==> src/rtl/hsb_pkg.sv <==
package hsb_pkg;

  // Control-to-datapath strobes
  typedef struct packed {
    logic acceptReq;   // load a new request
    logic issueChunk;  // command handshake this cycle
    logic cmdPhase;    // command being offered
    logic xferPhase;   // data beats of current chunk
  } hsb_strobe_t;

  // Datapath-to-control status
  typedef struct packed {
    logic reqLenZero;  // incoming request has zero rounded length
    logic remZero;     // nothing left after the current chunk
    logic lastBeat;    // one beat left in the current chunk
    logic beatFire;    // a data beat moves this cycle
  } hsb_status_t;

  typedef enum logic [1:0] {
    ST_IDLE = 2'd0,
    ST_CMD  = 2'd1,
    ST_XFER = 2'd2
  } hsb_state_t;

endpackage

==> src/rtl/hsb_swap.sv <==
module hsb_swap #(
  parameter int DATA_W = 16
) (
  input  logic              swapEn,
  input  logic [DATA_W-1:0] dIn,
  output logic [DATA_W-1:0] dOut
);
  localparam int HALVES = DATA_W / 16;

  for (genvar h = 0; h < HALVES; h++) begin : g_half
    always_comb begin
      if (swapEn) begin
        dOut[16*h +: 8]     = dIn[16*h + 8 +: 8];
        dOut[16*h + 8 +: 8] = dIn[16*h +: 8];
      end else begin
        dOut[16*h +: 16] = dIn[16*h +: 16];
      end
    end
  end
endmodule

==> src/rtl/hsb_datapath.sv <==
module hsb_datapath
  import hsb_pkg::*;
#(
  parameter int ADDR_W      = 32,
  parameter int LEN_W       = 16,
  parameter int DATA_W      = 16,
  parameter int CHUNK_BYTES = 64
) (
  input  logic              clk,
  input  logic              rstN,
  input  hsb_strobe_t       strobe,
  output hsb_status_t       status,
  input  logic [ADDR_W-1:0] reqAddr,
  input  logic [LEN_W-1:0]  reqLen,
  input  logic              reqWrite,
  input  logic              reqSwap,
  input  logic [ADDR_W-1:0] baseAddr,
  input  logic              wrDataValid,
  output logic              wrDataReady,
  input  logic [DATA_W-1:0] wrData,
  output logic              rdDataValid,
  input  logic              rdDataReady,
  output logic [DATA_W-1:0] rdData,
  output logic [ADDR_W-1:0] memCmdAddr,
  output logic [LEN_W-1:0]  memCmdLen,
  output logic              memCmdWrite,
  output logic              memWrValid,
  input  logic              memWrReady,
  output logic [DATA_W-1:0] memWrData,
  input  logic              memRdValid,
  output logic              memRdReady,
  input  logic [DATA_W-1:0] memRdData
);
  localparam int BEAT_BYTES = DATA_W / 8;
  localparam int BEAT_SH    = $clog2(BEAT_BYTES);
  localparam logic [LEN_W-1:0] CHUNK_L   = LEN_W'(CHUNK_BYTES);
  localparam logic [LEN_W-1:0] BEAT_MASK = LEN_W'(BEAT_BYTES - 1);

  logic [ADDR_W-1:0] curAddr;
  logic [LEN_W-1:0]  remLen;
  logic [LEN_W-1:0]  beatsLeft;
  logic              swapQ;
  logic              writeQ;

  logic [ADDR_W-1:0] effAddr;
  logic [LEN_W-1:0]  effLen;
  logic [LEN_W-1:0]  chunkLen;
  logic [LEN_W-1:0]  chunkBeats;
  logic              beatFire;

  // request rounding and base combination
  always_comb begin
    effAddr = reqAddr | baseAddr;
    effLen  = reqLen;
    if (reqSwap) begin
      effAddr[0] = 1'b0;
      effLen[0]  = 1'b0;
    end
  end

  // chunk size: bounded only for swapped writes
  always_comb begin
    chunkLen = remLen;
    if (swapQ && writeQ && (remLen > CHUNK_L)) chunkLen = CHUNK_L;
    chunkBeats = (chunkLen >> BEAT_SH) +
                 LEN_W'(((chunkLen & BEAT_MASK) != '0) ? 1 : 0);
  end

  always_ff @(posedge clk) begin
    if (!rstN) begin
      curAddr   <= '0;
      remLen    <= '0;
      beatsLeft <= '0;
      swapQ     <= 1'b0;
      writeQ    <= 1'b0;
    end else begin
      if (strobe.acceptReq) begin
        curAddr <= effAddr;
        remLen  <= effLen;
        swapQ   <= reqSwap;
        writeQ  <= reqWrite;
      end
      if (strobe.issueChunk) begin
        curAddr   <= curAddr + ADDR_W'(chunkLen);
        remLen    <= remLen - chunkLen;
        beatsLeft <= chunkBeats;
      end else if (beatFire) begin
        beatsLeft <= beatsLeft - 1'b1;
      end
    end
  end

  // stream gating
  assign memWrValid  = strobe.xferPhase &&  writeQ && wrDataValid;
  assign wrDataReady = strobe.xferPhase &&  writeQ && memWrReady;
  assign rdDataValid = strobe.xferPhase && !writeQ && memRdValid;
  assign memRdReady  = strobe.xferPhase && !writeQ && rdDataReady;

  assign beatFire = writeQ ? (memWrValid && memWrReady)
                           : (rdDataValid && rdDataReady);

  hsb_swap #(.DATA_W(DATA_W)) u_wrSwap (
    .swapEn (swapQ),
    .dIn    (wrData),
    .dOut   (memWrData)
  );

  hsb_swap #(.DATA_W(DATA_W)) u_rdSwap (
    .swapEn (swapQ),
    .dIn    (memRdData),
    .dOut   (rdData)
  );

  assign memCmdAddr  = curAddr;
  assign memCmdLen   = chunkLen;
  assign memCmdWrite = writeQ;

  always_comb begin
    status.reqLenZero = (effLen == '0);
    status.remZero    = (remLen == '0);
    status.lastBeat   = (beatsLeft == LEN_W'(1));
    status.beatFire   = beatFire;
  end
endmodule

==> src/rtl/hsb_ctrl.sv <==
module hsb_ctrl
  import hsb_pkg::*;
(
  input  logic        clk,
  input  logic        rstN,
  input  logic        reqValid,
  input  logic        memCmdReady,
  input  hsb_status_t status,
  output hsb_strobe_t strobe,
  output logic        reqReady,
  output logic        memCmdValid,
  output logic        done
);
  hsb_state_t state;
  hsb_state_t stateNext;
  logic       doneNext;

  always_comb begin
    stateNext = state;
    doneNext  = 1'b0;
    strobe    = '0;
    case (state)
      ST_IDLE: begin
        strobe.acceptReq = reqValid;
        if (reqValid) begin
          if (status.reqLenZero) doneNext  = 1'b1;
          else                   stateNext = ST_CMD;
        end
      end
      ST_CMD: begin
        strobe.cmdPhase   = 1'b1;
        strobe.issueChunk = memCmdReady;
        if (memCmdReady) stateNext = ST_XFER;
      end
      ST_XFER: begin
        strobe.xferPhase = 1'b1;
        if (status.beatFire && status.lastBeat) begin
          if (status.remZero) begin
            stateNext = ST_IDLE;
            doneNext  = 1'b1;
          end else begin
            stateNext = ST_CMD;
          end
        end
      end
      default: stateNext = ST_IDLE;
    endcase
  end

  always_ff @(posedge clk) begin
    if (!rstN) begin
      state <= ST_IDLE;
      done  <= 1'b0;
    end else begin
      state <= stateNext;
      done  <= doneNext;
    end
  end

  assign reqReady    = (state == ST_IDLE);
  assign memCmdValid = (state == ST_CMD);
endmodule

==> src/rtl/hsb_bridge.sv <==
module hsb_bridge
  import hsb_pkg::*;
#(
  parameter int ADDR_W      = 32,
  parameter int LEN_W       = 16,
  parameter int DATA_W      = 16,
  parameter int CHUNK_BYTES = 64
) (
  input  logic              clk,
  input  logic              rstN,
  input  logic              reqValid,
  output logic              reqReady,
  input  logic [ADDR_W-1:0] reqAddr,
  input  logic [LEN_W-1:0]  reqLen,
  input  logic              reqWrite,
  input  logic              reqSwap,
  input  logic [ADDR_W-1:0] baseAddr,
  input  logic              wrDataValid,
  output logic              wrDataReady,
  input  logic [DATA_W-1:0] wrData,
  output logic              rdDataValid,
  input  logic              rdDataReady,
  output logic [DATA_W-1:0] rdData,
  output logic              memCmdValid,
  input  logic              memCmdReady,
  output logic [ADDR_W-1:0] memCmdAddr,
  output logic [LEN_W-1:0]  memCmdLen,
  output logic              memCmdWrite,
  output logic              memWrValid,
  input  logic              memWrReady,
  output logic [DATA_W-1:0] memWrData,
  input  logic              memRdValid,
  output logic              memRdReady,
  input  logic [DATA_W-1:0] memRdData,
  output logic              done
);
  hsb_strobe_t strobe;
  hsb_status_t status;

  hsb_ctrl u_ctrl (
    .clk         (clk),
    .rstN        (rstN),
    .reqValid    (reqValid),
    .memCmdReady (memCmdReady),
    .status      (status),
    .strobe      (strobe),
    .reqReady    (reqReady),
    .memCmdValid (memCmdValid),
    .done        (done)
  );

  hsb_datapath #(
    .ADDR_W      (ADDR_W),
    .LEN_W       (LEN_W),
    .DATA_W      (DATA_W),
    .CHUNK_BYTES (CHUNK_BYTES)
  ) u_datapath (
    .clk         (clk),
    .rstN        (rstN),
    .strobe      (strobe),
    .status      (status),
    .reqAddr     (reqAddr),
    .reqLen      (reqLen),
    .reqWrite    (reqWrite),
    .reqSwap     (reqSwap),
    .baseAddr    (baseAddr),
    .wrDataValid (wrDataValid),
    .wrDataReady (wrDataReady),
    .wrData      (wrData),
    .rdDataValid (rdDataValid),
    .rdDataReady (rdDataReady),
    .rdData      (rdData),
    .memCmdAddr  (memCmdAddr),
    .memCmdLen   (memCmdLen),
    .memCmdWrite (memCmdWrite),
    .memWrValid  (memWrValid),
    .memWrReady  (memWrReady),
    .memWrData   (memWrData),
    .memRdValid  (memRdValid),
    .memRdReady  (memRdReady),
    .memRdData   (memRdData)
  );
endmodule

==> config.mk <==
export PLATFORM = sky130hd
export DESIGN_NAME = hsb_bridge
export DESIGN_NICKNAME = d
export VERILOG_FILES = /design/src/rtl/hsb_pkg.sv /design/src/rtl/hsb_swap.sv /design/src/rtl/hsb_datapath.sv /design/src/rtl/hsb_ctrl.sv /design/src/rtl/hsb_bridge.sv
export SDC_FILE = /design/constraint.sdc
export NUM_CORES = 1
export LEC_CHECK = 0
export BUFFER_PORTS_ARGS = -buffer_cell sky130_fd_sc_hd__buf_2
export CORE_MARGIN = 4
export CORE_UTILIZATION = 45
export DETAILED_ROUTE_END_ITERATION = 6
export PLACE_DENSITY = 0.74
export SLEW_MARGIN = 20
export SYNTH_ARGS = -nofsm -noshare
export SYNTH_HDL_FRONTEND = slang
export SYNTH_SLANG_ARGS = --single-unit
==> constraint.sdc <==
create_clock -name clk -period 5.5 [get_ports clk]
set_input_delay 1.1 -clock clk [delete_from_list [all_inputs] [get_ports clk]]
set_output_delay 1.1 -clock clk [all_outputs]
set_load 0.01 [all_outputs]
# == After elaboration in Yosys (flattened, before gate mapping) ==
# Index checks and enable logic that the tools add are counted.
# word_totals
regBits,69
in_bits,122
# op_classes
add_sub_neg,4
magnitude_cmp,1
eq_ne,7
n_mux,27
bitwise,1
reduce_logical,18
# ops
op,count
$mux W16,7
$mux W32,2
$add A32 B16 Y32,1
$logic_not A16 Y1,2
$or A32 B32 Y32,1
$add A15 B16 Y16,1
$eq A16 B1 Y1 const B,1
$gt A16 B7 Y1 const B,1
$sub A16 B1 Y16 const B,1
$sub A16 B16 Y16,1
$logic_and A1 B1 Y1,11
$mux W1,11
$mux W2,5
$pmux W2 S3,1
$ne A2 B1 Y1 const B,2
$ne A2 B2 Y1 const B,2
$reduce_and A4 Y1,1
$reduce_bool A2 Y1,2
$eq A2 B1 Y1 const B,1
$eq A2 B2 Y1 const B,1
$logic_not A2 Y1,1
$pmux W1 S2,1
$logic_not A1 Y1,1

# == Longest topological paths before layout ==
# depth
depth_word,9
depth_mapped,17
ltp_nobuf,13

# == Cells and area by module ==
# From an unflattened synthesis, not the netlist that was laid out.
# hier_totals
cells_unflattened,723
hier_area_um2,5614.1
# modules_own_cells
mod,n_inst,cells_each,area_each_um2,seq_area_each_um2
hsb_datapath,1,666,4944.7,1321.3
hsb_swap,2,18,249.0,0.0
hsb_ctrl,1,21,171.4,60.1

# == Worst setup path before layout ==
# Ideal clock, no wire load.
# synth_path
path_type,reg2reg
start,reg u_datapath.remLen[11]
end,reg u_datapath.curAddr[19] (netlist: u_datapath.memCmdAddr[19])
arrival_time_ns,3.740
t_required_ns,5.380
slack_ns,1.641
path_stages_with_launch,16
path_cell_list,dfxtp_1 > buf_6 > or4_4 > nor3_1 > a21o_1 > buf_2 > clkbuf_1 > and2_1 > ha_1 > o21ai_0 > nor4_4 > a221oi_2 > a2111oi_2 > o21ai_1 > and3_1 > o31a_1
# synth_via
elab_chain_len,5
# synth_lines
item,line,text
start: declaration,hsb_datapath.sv:40,logic [LEN_W-1:0] remLen;
start signal: assignment,hsb_datapath.sv:79,remLen <= effLen;
start signal: assignment,hsb_datapath.sv:85,remLen <= remLen - chunkLen;
$gt A16 B7 Y1,hsb_datapath.sv:64,if (swapQ && writeQ && (remLen > CHUNK_L)) chunkLen = CHUNK_L;
$logic_and A1 B1 Y1,hsb_datapath.sv:64,
$mux W16,hsb_datapath.sv:64,
net memCmdLen[2],hsb_bridge.sv:27,"output logic [LEN_W-1:0] memCmdLen,"
$add A32 B16 Y32,hsb_datapath.sv:84,curAddr <= curAddr + ADDR_W'(chunkLen);
$mux W32,hsb_datapath.sv:83,if (strobe.issueChunk) begin
end signal: assignment,hsb_datapath.sv:78,curAddr <= effAddr;
end signal: assignment,hsb_datapath.sv:84,
end: declaration,hsb_datapath.sv:39,logic [ADDR_W-1:0] curAddr;
# The timed path passes the listed nets, and every way through them passes these cells.
# A chain may end at the register's enable or synchronous reset.

# == Worst setup path in the final report ==
# layout_path
start,reg u_datapath.remLen[11]
end,reg u_datapath.curAddr[20] (netlist: u_datapath.memCmdAddr[20])
# layout_via
elab_chain_len,5
# layout_lines
item,line
$gt A16 B7 Y1,hsb_datapath.sv:64
$logic_and A1 B1 Y1,hsb_datapath.sv:64
$mux W16 *,hsb_datapath.sv:64
$add A32 B16 Y32 *,hsb_datapath.sv:84
$mux W32 *,hsb_datapath.sv:83
# Every way passes the cells marked *; elsewhere a longest branch is shown, timed or not.

==> impl_results.md <==
* Pre-CTS WS at 1.06 ns
* Ys Warns at 0
* # placed instances at 1094
* Status: complete, no violations
* CTS buffer count at 9
* Total grt overflow at 0
* Fillers at 1164
* H-tree depth at 3
* Cts hold-fix bufs at 0
* Initial antenna violation count at 0
* Max-Cap Viols at 0
* Initial DRC Count at 755
* RSZ-0062 raised after global routing: no
* Async set-reset flop share out of synthesis at 0
* GRT Total Usage at 0.261
* Clock sink total at 69
* Nets at 1079
* Vias at 6500
* Final period utilization at 0.828
* Placeable core region at 12200 µm²
* Register area at 1380 µm²
* Reg2Reg Setup Slack at 0.95 ns
* Synth unique cells at 72
* Initial DRT Pass Iterations at 7
* Max VDD drop at 0.134 mV
* Vias/cell at 5.86
* Root Driver: clkbuf_16
* Slew Limit Fails at 0
* Slew HR at 0.341
* Seq cells post-synth at 69
* Setup TNS at 0 ns
* Layout Skew at 0.00841 ns
* Core Util, Final at 0.585
* Worst min path class: reg -> reg
* Gpl congestion at 0.943
* Post-Route WL at 19300 µm
* Ports at 210
* CP required at 5.75 ns
* Die area at 14400 µm²
* Final Setup Violations at 0
* Initial Util at 0.465
* Final hold vios at 0
* Crit path capture type: flip-flop
* CP Class: reg -> reg
* Worst path arrival time at 4.81 ns
* Vias in the first global route at 6017
* Port buffer count at 209
* DP HPWL at 14600 µm
* Largest net degree at the start of global routing at 64
* CP Launch Type: flip-flop
* Clock Latency Late Sink at 0.35 ns
* Row count at 40
* Number of flops mapped to enable cells by yosys at 0
* Final ANT Viol Nets at 0
* Mean Syn Cell Area at 7.44 µm²
* Layout cells sized above 1 at 0.295
* Synthesized area at 5650 µm²
* Pwr Total at 0.00182 W
* Antenna diode count at 0
* Main flop type after synthesis: dfxtp_1
* Max Fclk at 220 MHz
* Syn_nets at 901
* Synth Instances at 759
* # DRC at 0
* WL/cell at 17.4 µm
* Final min period at 4.55 ns
* Setup bufs post-CTS at 0
* Lkg Pwr at 3.10 nW
* Max FO, Critical Path at 22
* Least-Margin Pin Slew at 0.983 ns
* Area Overhead vs Synth at 26.0%
* Die X at 120 µm
* CTS tree: done
* Post_cts resized at 0
* Sequential share of the synthesized area at 0.244
* Multi-input logic area at 4030 µm²
* Chip height at 120 µm
* First-pass GRT wire length at 30600 µm
* Clock transition at path regs at 0.06 ns
* Final Worst Setup Slack at 0.946 ns
* Max Root-Sink Buffers at 2
* PwrDens at 256 nW/µm²
* Layout Cells excl Fill at 1109
cell families (layout without fill, tap and decap cells):
family | Yosys count | in the layout | synth area share
XOR/XNOR | 34 | 34 | 0.0527
AND/OR/NAND/NOR | 327 | 327 | 0.287
multiplexers | 42 | 42 | 0.0819
adder cells (fa/ha/maj) | 21 | 21 | 0.0461
other | 1 | 1 | 0.000664
buffers and inverters | 64 | 246 | 0.0449
AO/OA/AOI/OAI | 201 | 201 | 0.242
flip-flops | 69 | 69 | 0.244
layer usage:
| metal | track usage | routed length [µm] | vias to the layer above |
|---|---|---|---|
| li1 | - | - | 3178 |
| met1 | 0.353 | 8450 | 2987 |
| met2 | 0.420 | 8820 | 302 |
| met3 | 0.0613 | 1690 | 33 |
| met4 | 0.0630 | 342 | 0 |
| met5 | 0 | 0 | - |
power by group:
part	internal [W]	switching (W)	leakage, nW
Combinational	0.000227	0.000310	2.37
Sequential	0.000546	0.0000658	0.568
Clock	0.000441	0.000234	0.162
Total	0.00121	0.000610	3.10
per-stage QoR:
stage	area [µm²]	hold WS [ns]
finish	7120	0.503
global route	7120	0.527
CTS	7120	0.505
detailed placement	6780	0.497
global placement	6780	0.490
floorplan	5650	0.478
path summary, 6_finish.rpt:
kind	start	end	cells past startpoint
max	u_datapath.remLen[11]	u_datapath.memCmdAddr[20]	13
min	u_datapath.memCmdAddr[6]	u_datapath.memCmdAddr[6]	2
max reg2reg	u_datapath.remLen[11]	u_datapath.memCmdAddr[20]	13
min reg2reg	u_datapath.memCmdAddr[6]	u_datapath.memCmdAddr[6]	2
synth_stat cells, types with 16 or more instances:
cell type / instances / area share
and2_1: 17 / 0.019
nand2_1: 76 / 0.050
nor2_1: 85 / 0.056
xnor2_1: 18 / 0.028
xor2_1: 16 / 0.025
mux2_2: 34 / 0.068
o21ai_0: 46 / 0.041
dfxtp_1: 69 / 0.24
clkbuf_1: 39 / 0.026
nor3_1: 41 / 0.036
a21oi_1: 49 / 0.043
ha_1: 20 / 0.044
nand3_1: 23 / 0.020
registers in the layout (all words and copies together), names as in the netlist:
register / count
u_datapath.remLen: 16
u_ctrl.state: 2
u_datapath.memCmdAddr: 32
u_datapath.memCmdWrite: 1
u_datapath.swapQ: 1
u_ctrl.done: 1
u_datapath.beatsLeft: 16
layout by cell type, fill, tap and decap left out, types with 10 or more instances in the layout:
cell type  synthesis  layout
nand3_1           23      23
nor3_1            41      40
a21oi_1           49      49
nand4_1           14      14
nand2_1           76      76
nand2b_1          11      11
inv_1             12      12
mux2_2            34      34
and3_1            14      14
buf_2              5     209
nor2_1            85      84
a31oi_1           14      14
o21ai_0           46      46
ha_1              20      20
and2_1            17      17
nor4_1            10      10
dfxtp_1           69      69
a211oi_1          14      14
xnor2_1           18      18
xor2_1            16      16
layout make-up:
cell class,count,area share
clock buffers,9,0.0316
clock inverters,6,0.0156
inverters,13,0.00686
multi-input cells,626,0.566
flip-flops and latches,69,0.194
well taps,168,0.0295
repair buffers,218,0.156
worst max-delay path: stages, from the launching register on:
cell and delay, ns:
dfxtp_1 0.42, or4_4 0.63, nor3_1 0.33, a21o_1 0.55
and2_1 0.29, ha_1 0.35, a21o_1 0.23, a31o_2 0.21
a221oi_1 0.36, o211ai_1 0.35, buf_4 0.27, a41oi_1 0.20
o21ai_0 0.09, a31oi_1 0.19
Power figures use the tool's default switching activity.
